==> src/rtl/mwi_pkg.sv <==
package mwi_pkg;
  localparam int NUM_MEM  = 3;
  localparam int NUM_EVT  = 2 * NUM_MEM;
  localparam int REG_W    = 32;
  localparam int SEL_W    = 3;
  localparam int WATCH_W  = 17;
  localparam int WATCH_LO = 3;   // lowest address bit compared
  localparam int WATCH_HI = 18;  // highest address bit compared

  localparam logic [SEL_W-1:0] SEL_STATUS  = 3'd0;
  localparam logic [SEL_W-1:0] SEL_REC_EN  = 3'd1;
  localparam logic [SEL_W-1:0] SEL_SIG_EN  = 3'd2;
  localparam logic [SEL_W-1:0] SEL_WATCH0  = 3'd3;

  typedef struct packed {
    logic               clrStatus;
    logic               ldRecEn;
    logic               ldSigEn;
    logic [NUM_MEM-1:0] ldWatch;
    logic [REG_W-1:0]   data;
  } ctrl_strobe_t;
endpackage

==> src/rtl/mwi_ctrl.sv <==
module mwi_ctrl
  import mwi_pkg::*;
(
  input  logic [SEL_W-1:0]           regSel,
  input  logic                       regWrEn,
  input  logic [REG_W-1:0]           regWrData,
  input  logic [NUM_EVT-1:0]         statusQ,
  input  logic [NUM_EVT-1:0]         recEnQ,
  input  logic [NUM_EVT-1:0]         sigEnQ,
  input  logic [NUM_MEM*WATCH_W-1:0] watchFlat,
  output ctrl_strobe_t               strobe,
  output logic [REG_W-1:0]           regRdData
);
  always_comb begin
    strobe           = '0;
    strobe.data      = regWrData;
    strobe.clrStatus = regWrEn && (regSel == SEL_STATUS);
    strobe.ldRecEn   = regWrEn && (regSel == SEL_REC_EN);
    strobe.ldSigEn   = regWrEn && (regSel == SEL_SIG_EN);
    for (int m = 0; m < NUM_MEM; m++)
      strobe.ldWatch[m] = regWrEn && (regSel == SEL_WATCH0 + SEL_W'(m));
  end

  always_comb begin
    regRdData = '0;
    case (regSel)
      SEL_STATUS: regRdData[NUM_EVT-1:0] = statusQ;
      SEL_REC_EN: regRdData[NUM_EVT-1:0] = recEnQ;
      SEL_SIG_EN: regRdData[NUM_EVT-1:0] = sigEnQ;
      default: begin
        for (int m = 0; m < NUM_MEM; m++)
          if (regSel == SEL_WATCH0 + SEL_W'(m))
            regRdData[WATCH_W-1:0] = watchFlat[m*WATCH_W +: WATCH_W];
      end
    endcase
  end

  // upper status bits always read as zero
  always_comb begin
    if (regSel == SEL_STATUS)
      p_status_upper_zero_r8: assert (regRdData[REG_W-1:NUM_EVT] == '0);
  end
endmodule

==> src/rtl/mwi_datapath.sv <==
module mwi_datapath
  import mwi_pkg::*;
#(
  parameter int ADDR_W = 32
) (
  input  logic                       clk,
  input  logic                       rstN,
  input  ctrl_strobe_t               strobe,
  input  logic [NUM_MEM-1:0]         accValid,
  input  logic [NUM_MEM-1:0]         accWrite,
  input  logic [NUM_MEM*ADDR_W-1:0]  accAddr,
  input  logic [NUM_MEM*ADDR_W-1:0]  allocSize,
  output logic [NUM_EVT-1:0]         statusQ,
  output logic [NUM_EVT-1:0]         recEnQ,
  output logic [NUM_EVT-1:0]         sigEnQ,
  output logic [NUM_MEM*WATCH_W-1:0] watchFlat,
  output logic                       irq
);
  localparam int CMP_W = WATCH_HI - WATCH_LO + 1;

  logic [NUM_EVT-1:0] evtRaw;
  logic [NUM_EVT-1:0] evtKept;
  logic [NUM_EVT-1:0] clrMask;
  logic [NUM_EVT-1:0] statusD;
  logic [WATCH_W-1:0] watchQ [NUM_MEM];

  for (genvar m = 0; m < NUM_MEM; m++) begin : g_mem
    logic [ADDR_W-1:0] addr;
    logic [ADDR_W-1:0] size;
    logic              dirOk;
    logic              addrOk;

    assign addr   = accAddr[m*ADDR_W +: ADDR_W];
    assign size   = allocSize[m*ADDR_W +: ADDR_W];
    assign dirOk  = (accWrite[m] == watchQ[m][0]);
    assign addrOk = (addr[WATCH_HI:WATCH_LO] == watchQ[m][CMP_W:1]);

    assign evtRaw[m]         = accValid[m] && (addr >= size);
    assign evtRaw[NUM_MEM+m] = accValid[m] && dirOk && addrOk;

    always_ff @(posedge clk or negedge rstN) begin
      if (!rstN)                 watchQ[m] <= '0;
      else if (strobe.ldWatch[m]) watchQ[m] <= strobe.data[WATCH_W-1:0];
    end

    assign watchFlat[m*WATCH_W +: WATCH_W] = watchQ[m];

    // an idle port records nothing for its memory
    p_idle_no_set_r10: assert property (@(posedge clk) disable iff (!rstN)
      (!accValid[m] && !statusQ[m] && !statusQ[NUM_MEM+m]) |=>
        (!statusQ[m] && !statusQ[NUM_MEM+m]));
  end

  assign evtKept = evtRaw & recEnQ;
  assign clrMask = strobe.clrStatus ? strobe.data[NUM_EVT-1:0] : '0;
  assign statusD = (statusQ & ~clrMask) | evtKept;

  always_ff @(posedge clk or negedge rstN) begin
    if (!rstN) begin
      statusQ <= '0;
      recEnQ  <= '0;
      sigEnQ  <= '0;
      irq     <= 1'b0;
    end else begin
      statusQ <= statusD;
      if (strobe.ldRecEn) recEnQ <= strobe.data[NUM_EVT-1:0];
      if (strobe.ldSigEn) sigEnQ <= strobe.data[NUM_EVT-1:0];
      irq <= |(statusQ & sigEnQ);
    end
  end

  for (genvar b = 0; b < NUM_EVT; b++) begin : g_chk
    // a kept event always lands, even against a clear
    p_set_wins_r9: assert property (@(posedge clk) disable iff (!rstN)
      (evtRaw[b] && recEnQ[b]) |=> statusQ[b]);
    // a bit drops only after a write-one-to-clear of it
    p_clear_needs_w1_r5: assert property (@(posedge clk) disable iff (!rstN)
      $fell(statusQ[b]) |-> $past(strobe.clrStatus && strobe.data[b]));
    // a bit rises only if its record mask was set
    p_rise_needs_mask_r6: assert property (@(posedge clk) disable iff (!rstN)
      $rose(statusQ[b]) |-> $past(recEnQ[b]));
  end

  // the interrupt needs some signal-mask bit one cycle earlier
  p_irq_needs_sig_r7: assert property (@(posedge clk) disable iff (!rstN)
    irq |-> $past(sigEnQ != '0));
endmodule

==> src/rtl/mem_watch_irq.sv <==
module mem_watch_irq
  import mwi_pkg::*;
#(
  parameter int ADDR_W = 32
) (
  input  logic                      clk,
  input  logic                      rstN,
  input  logic [SEL_W-1:0]          regSel,
  input  logic                      regWrEn,
  input  logic [REG_W-1:0]          regWrData,
  output logic [REG_W-1:0]          regRdData,
  input  logic [NUM_MEM-1:0]        accValid,
  input  logic [NUM_MEM-1:0]        accWrite,
  input  logic [NUM_MEM*ADDR_W-1:0] accAddr,
  input  logic [NUM_MEM*ADDR_W-1:0] allocSize,
  output logic                      irq
);
  ctrl_strobe_t               strobe;
  logic [NUM_EVT-1:0]         statusQ;
  logic [NUM_EVT-1:0]         recEnQ;
  logic [NUM_EVT-1:0]         sigEnQ;
  logic [NUM_MEM*WATCH_W-1:0] watchFlat;

  mwi_ctrl u_ctrl (
    .regSel    (regSel),
    .regWrEn   (regWrEn),
    .regWrData (regWrData),
    .statusQ   (statusQ),
    .recEnQ    (recEnQ),
    .sigEnQ    (sigEnQ),
    .watchFlat (watchFlat),
    .strobe    (strobe),
    .regRdData (regRdData)
  );

  mwi_datapath #(.ADDR_W(ADDR_W)) u_dp (
    .clk       (clk),
    .rstN      (rstN),
    .strobe    (strobe),
    .accValid  (accValid),
    .accWrite  (accWrite),
    .accAddr   (accAddr),
    .allocSize (allocSize),
    .statusQ   (statusQ),
    .recEnQ    (recEnQ),
    .sigEnQ    (sigEnQ),
    .watchFlat (watchFlat),
    .irq       (irq)
  );
endmodule

==> config.mk <==
export PLATFORM = sky130hd
export DESIGN_NAME = mem_watch_irq
export DESIGN_NICKNAME = d
export VERILOG_FILES = /design/src/rtl/mwi_pkg.sv /design/src/rtl/mwi_ctrl.sv /design/src/rtl/mwi_datapath.sv /design/src/rtl/mem_watch_irq.sv
export SDC_FILE = /design/constraint.sdc
export NUM_CORES = 1
export LEC_CHECK = 0
export ABC_CLOCK_PERIOD_IN_PS = 1100
export BUFFER_PORTS_ARGS = -buffer_cell sky130_fd_sc_hd__buf_2
export CAP_MARGIN = 20
export CORE_MARGIN = 4
export CORE_UTILIZATION = 45
export DETAILED_ROUTE_END_ITERATION = 10
export PLACE_DENSITY = 0.82
export SLEW_MARGIN = 10
export SYNTH_ARGS = -nofsm -noshare
export SYNTH_HDL_FRONTEND = slang
export SYNTH_SLANG_ARGS = --single-unit
==> constraint.sdc <==
create_clock -name clk -period 1.1 [get_ports clk]
set_input_delay 0.165 -clock clk [delete_from_list [all_inputs] [get_ports clk]]
set_output_delay 0.165 -clock clk [all_outputs]
set_load 0.02 [all_outputs]
==> reports/qor.yml <==
worst_setup_path:
  cp-start-kind: "flop"
  worstPathArrival_ns: 1.58
  reg2reg_from: "u_dp.watchFlat[21]$_DFFE_PN0P_"
  required_ns: 0.94
  crit_type: "reg2out"
  crit_fanout: 2
  endpoint_kind: "primary output"
  reg2reg_slack_ns: -0.50
  crit_start: "u_dp.watchFlat[36]$_DFFE_PN0P_"
power:
  pwr-share-clk: 0.226
  p_leak_nw: 5.49
  p_per_area_mw_per_mm2: 1190
  ir_drop_mv: 1.13
  internal-power_w: 0.00813
  switching_share: 0.354
  power_frac_comb: 0.480
  power_frac_seq: 0.294
  p_switching_w: 0.00446
floorplan:
  initial_core_util: 0.457
  rows: 43
  io_pins: 269
  coreArea_mm2: 0.0138
  dieArea_mm2: 0.0160
  die_y_um: 126
  die_w_um: 126
synth:
  synth_compound_area_frac: 0.105
  async_reset_ff_frac: 1.00
  synth_xor_xnor_area_share: 0.0707
  synth_top_family_by_area: "adder cells"
  yosys.area.top_type_share: 0.277
  ys_seq_area_frac: 0.277
  synthAdderAreaFrac: 0.190
  avgSynthCellArea_um2: 9.75
  synth_ff_type: "dfrtp_1"
  synth_area_leaders: "dfrtp_1 28%, ha_1 19%, mux2_2 9.5%"
  synth_edf_count: 0
  ys_types: 47
  synthCells: 648
  synth_seq_cells: 70
  yosysWarnings: 0
  synth-simple-area-share: 0.0979
  synth_area_mm2: 0.00631
  muxShareOfSynthArea: 0.167
  yosysTopAreaCell: "dfrtp_1"
outcome:
  status: "finished with violations"
  violations: "setup timing"
global_routing:
  grt_first_pass_wirelength_mm: 35.2
  grt_max_degree: 24
  grt_usage: 0.278
  overflow: 0
  grt_pass1_vias: 7060
  antenna_found_initial: 2
final_layout:
  drive_above_1_share: 0.599
  fin_util: 0.766
  final_common_cell: "buf_2"
  final_cell_mix: "213 x buf_2, 146 x buf_4, 76 x inv_1"
  design_area_mm2: 0.0106
  area_growth_pct: 67.6
  layout.nets: 1397
placement:
  dp_hpwl_mm: 17.0
  finalWeightedCongestion: 0.901
  io_buffer_count: 238
  place_area_mm2: 0.00926
clocking:
  cts.sinks: 70
  cts.clk_slew.worst_paths_ns: 0.06
  cts_tree: "built"
  clock_latency_ns: 0.35
  cts_buffers: 9
  htreeDepth: 3
  clk_path_buf_depth: 2
  cts_root_buf: "clkbuf_16"
sta:
  finalWorstSetupSlack_ns: -0.642
  maxSlewHeadroom: 0.621
  period_share: 1.58
  setup_viol: 53
  finClkSkew_ns: 0.0117
  worstMarginPinSlew_ns: 0.567
  finalMaxSlewViolations: 0
  max_freq_ghz: 0.574
  rsz0062_at_grt: "yes"
  finalHoldViolCount: 0
  tns_ns: -10.72
  period_minus_slack_ns: 1.74
detailed_routing:
  vias: 6864
  ant_nets: 0
  via_per_inst: 5.49
  avgRoutedWirePerCell_um: 20.5
  first_iter_violations: 453
  drtPass1Iterations: 5
  drc_errors: 0
  wirelength_mm: 25.6
run:
  maxCapViolCount: 0
min_path:
  hold_class: "in2reg"
  min_from: "regWrData[7]"
-- synthesized netlist by cell type, types with 15 or more instances --
library cell / n
nand4_1: 15
mux2i_1: 17
buf_4: 15
o21ai_0: 25
xor2_1: 48
a21oi_1: 30
dfrtp_1: 70
mux2_2: 53
inv_1: 102
ha_1: 96
a21o_1: 20
nand2_1: 41
-- state kept, by name, summed over array words and instances (netlist names) --
signal          flops
u_dp.watchFlat     51
u_dp.recEnQ         6
u_dp.sigEnQ         6
u_dp.statusQ        6
u_dp.irq            1
-- critical path, stage by stage, from the launching register on --
cell	delay, ns
dfrtp_1	0.40
mux4_2	0.51
inv_2	0.08
o22ai_2	0.08
buf_6	0.15
-- what timing repair did --
action,CTS,global route
buffers inserted,19,18
gates resized for setup,113,55
gates cloned,2,1
hold endpoints to repair,41,0
endpoints found under the setup margin,66,41
pin swaps,27,32
hold buffers,1,0
-- cell families after synthesis --
family,count (synthesis)
buffers and inverters,127
other,1
AO/OA/AOI/OAI,107
adder cells (fa/ha/maj),96
AND/OR/NAND/NOR,110
XOR/XNOR,51
flip-flops,70
multiplexers,86
-- routing by layer --
metal | global-route usage | wire length (um)
met4 | 0.132 | 1440
met2 | 0.488 | 13000
met1 | 0.315 | 9340
met3 | 0.0682 | 1820
met5 | 0 | 0
-- power by group through the flow --
stage	logic [W]	registers (W)	clock network (W)
final	0.00605	0.00370	0.00284
after floorplan	0.00245	0.00361	0
after detailed placement	0.00462	0.00364	0
after CTS	0.00538	0.00361	0.00276
after global routing	0.00641	0.00372	0.00295
after global placement	0.00445	0.00363	0
-- layout make-up --
type | count | area (um^2)
Clock inverter | 3 | 20.0
Fill cell | 794 | 3240
Clock buffer | 12 | 256
Timing Repair Buffer | 417 | 2950
Tap cell | 180 | 225
Inverter | 102 | 423
Antenna cell | 2 | 5.00
Sequential cell | 70 | 1750
Multi-Input combinational cell | 465 | 4960
-- path summary, 6_finish.rpt --
kind | endpoint | depth (start not counted)
worst max register to register | u_dp.statusQ[4]$_DFF_PN0_ | 6
min in group asynchronous | u_dp.watchFlat[23]$_DFFE_PN0P_ | 2
max in group asynchronous | u_dp.statusQ[1]$_DFF_PN0_ | 3
worst min-delay path | u_dp.watchFlat[24]$_DFFE_PN0P_ | 2
worst min register to register | u_dp.watchFlat[0]$_DFFE_PN0P_ | 1
worst max-delay path | regRdData[2] | 4
-- stage by stage --
stage | hold slack [ns] | power (W) | setup WS, ns | instances
after floorplan | -0.131 | 0.00606 | -0.209 | 662
after CTS | 0.0894 | 0.0117 | -0.591 | 1230
after global placement | 0.0722 | 0.00808 | -0.632 | 1194
after global routing | 0.0879 | 0.0131 | -0.675 | 1251
final | 0.0862 | 0.0126 | -0.642 | 1251
after detailed placement | 0.0736 | 0.00826 | -0.641 | 1194
No activity file was read; power rests on OpenSTA's default activity.
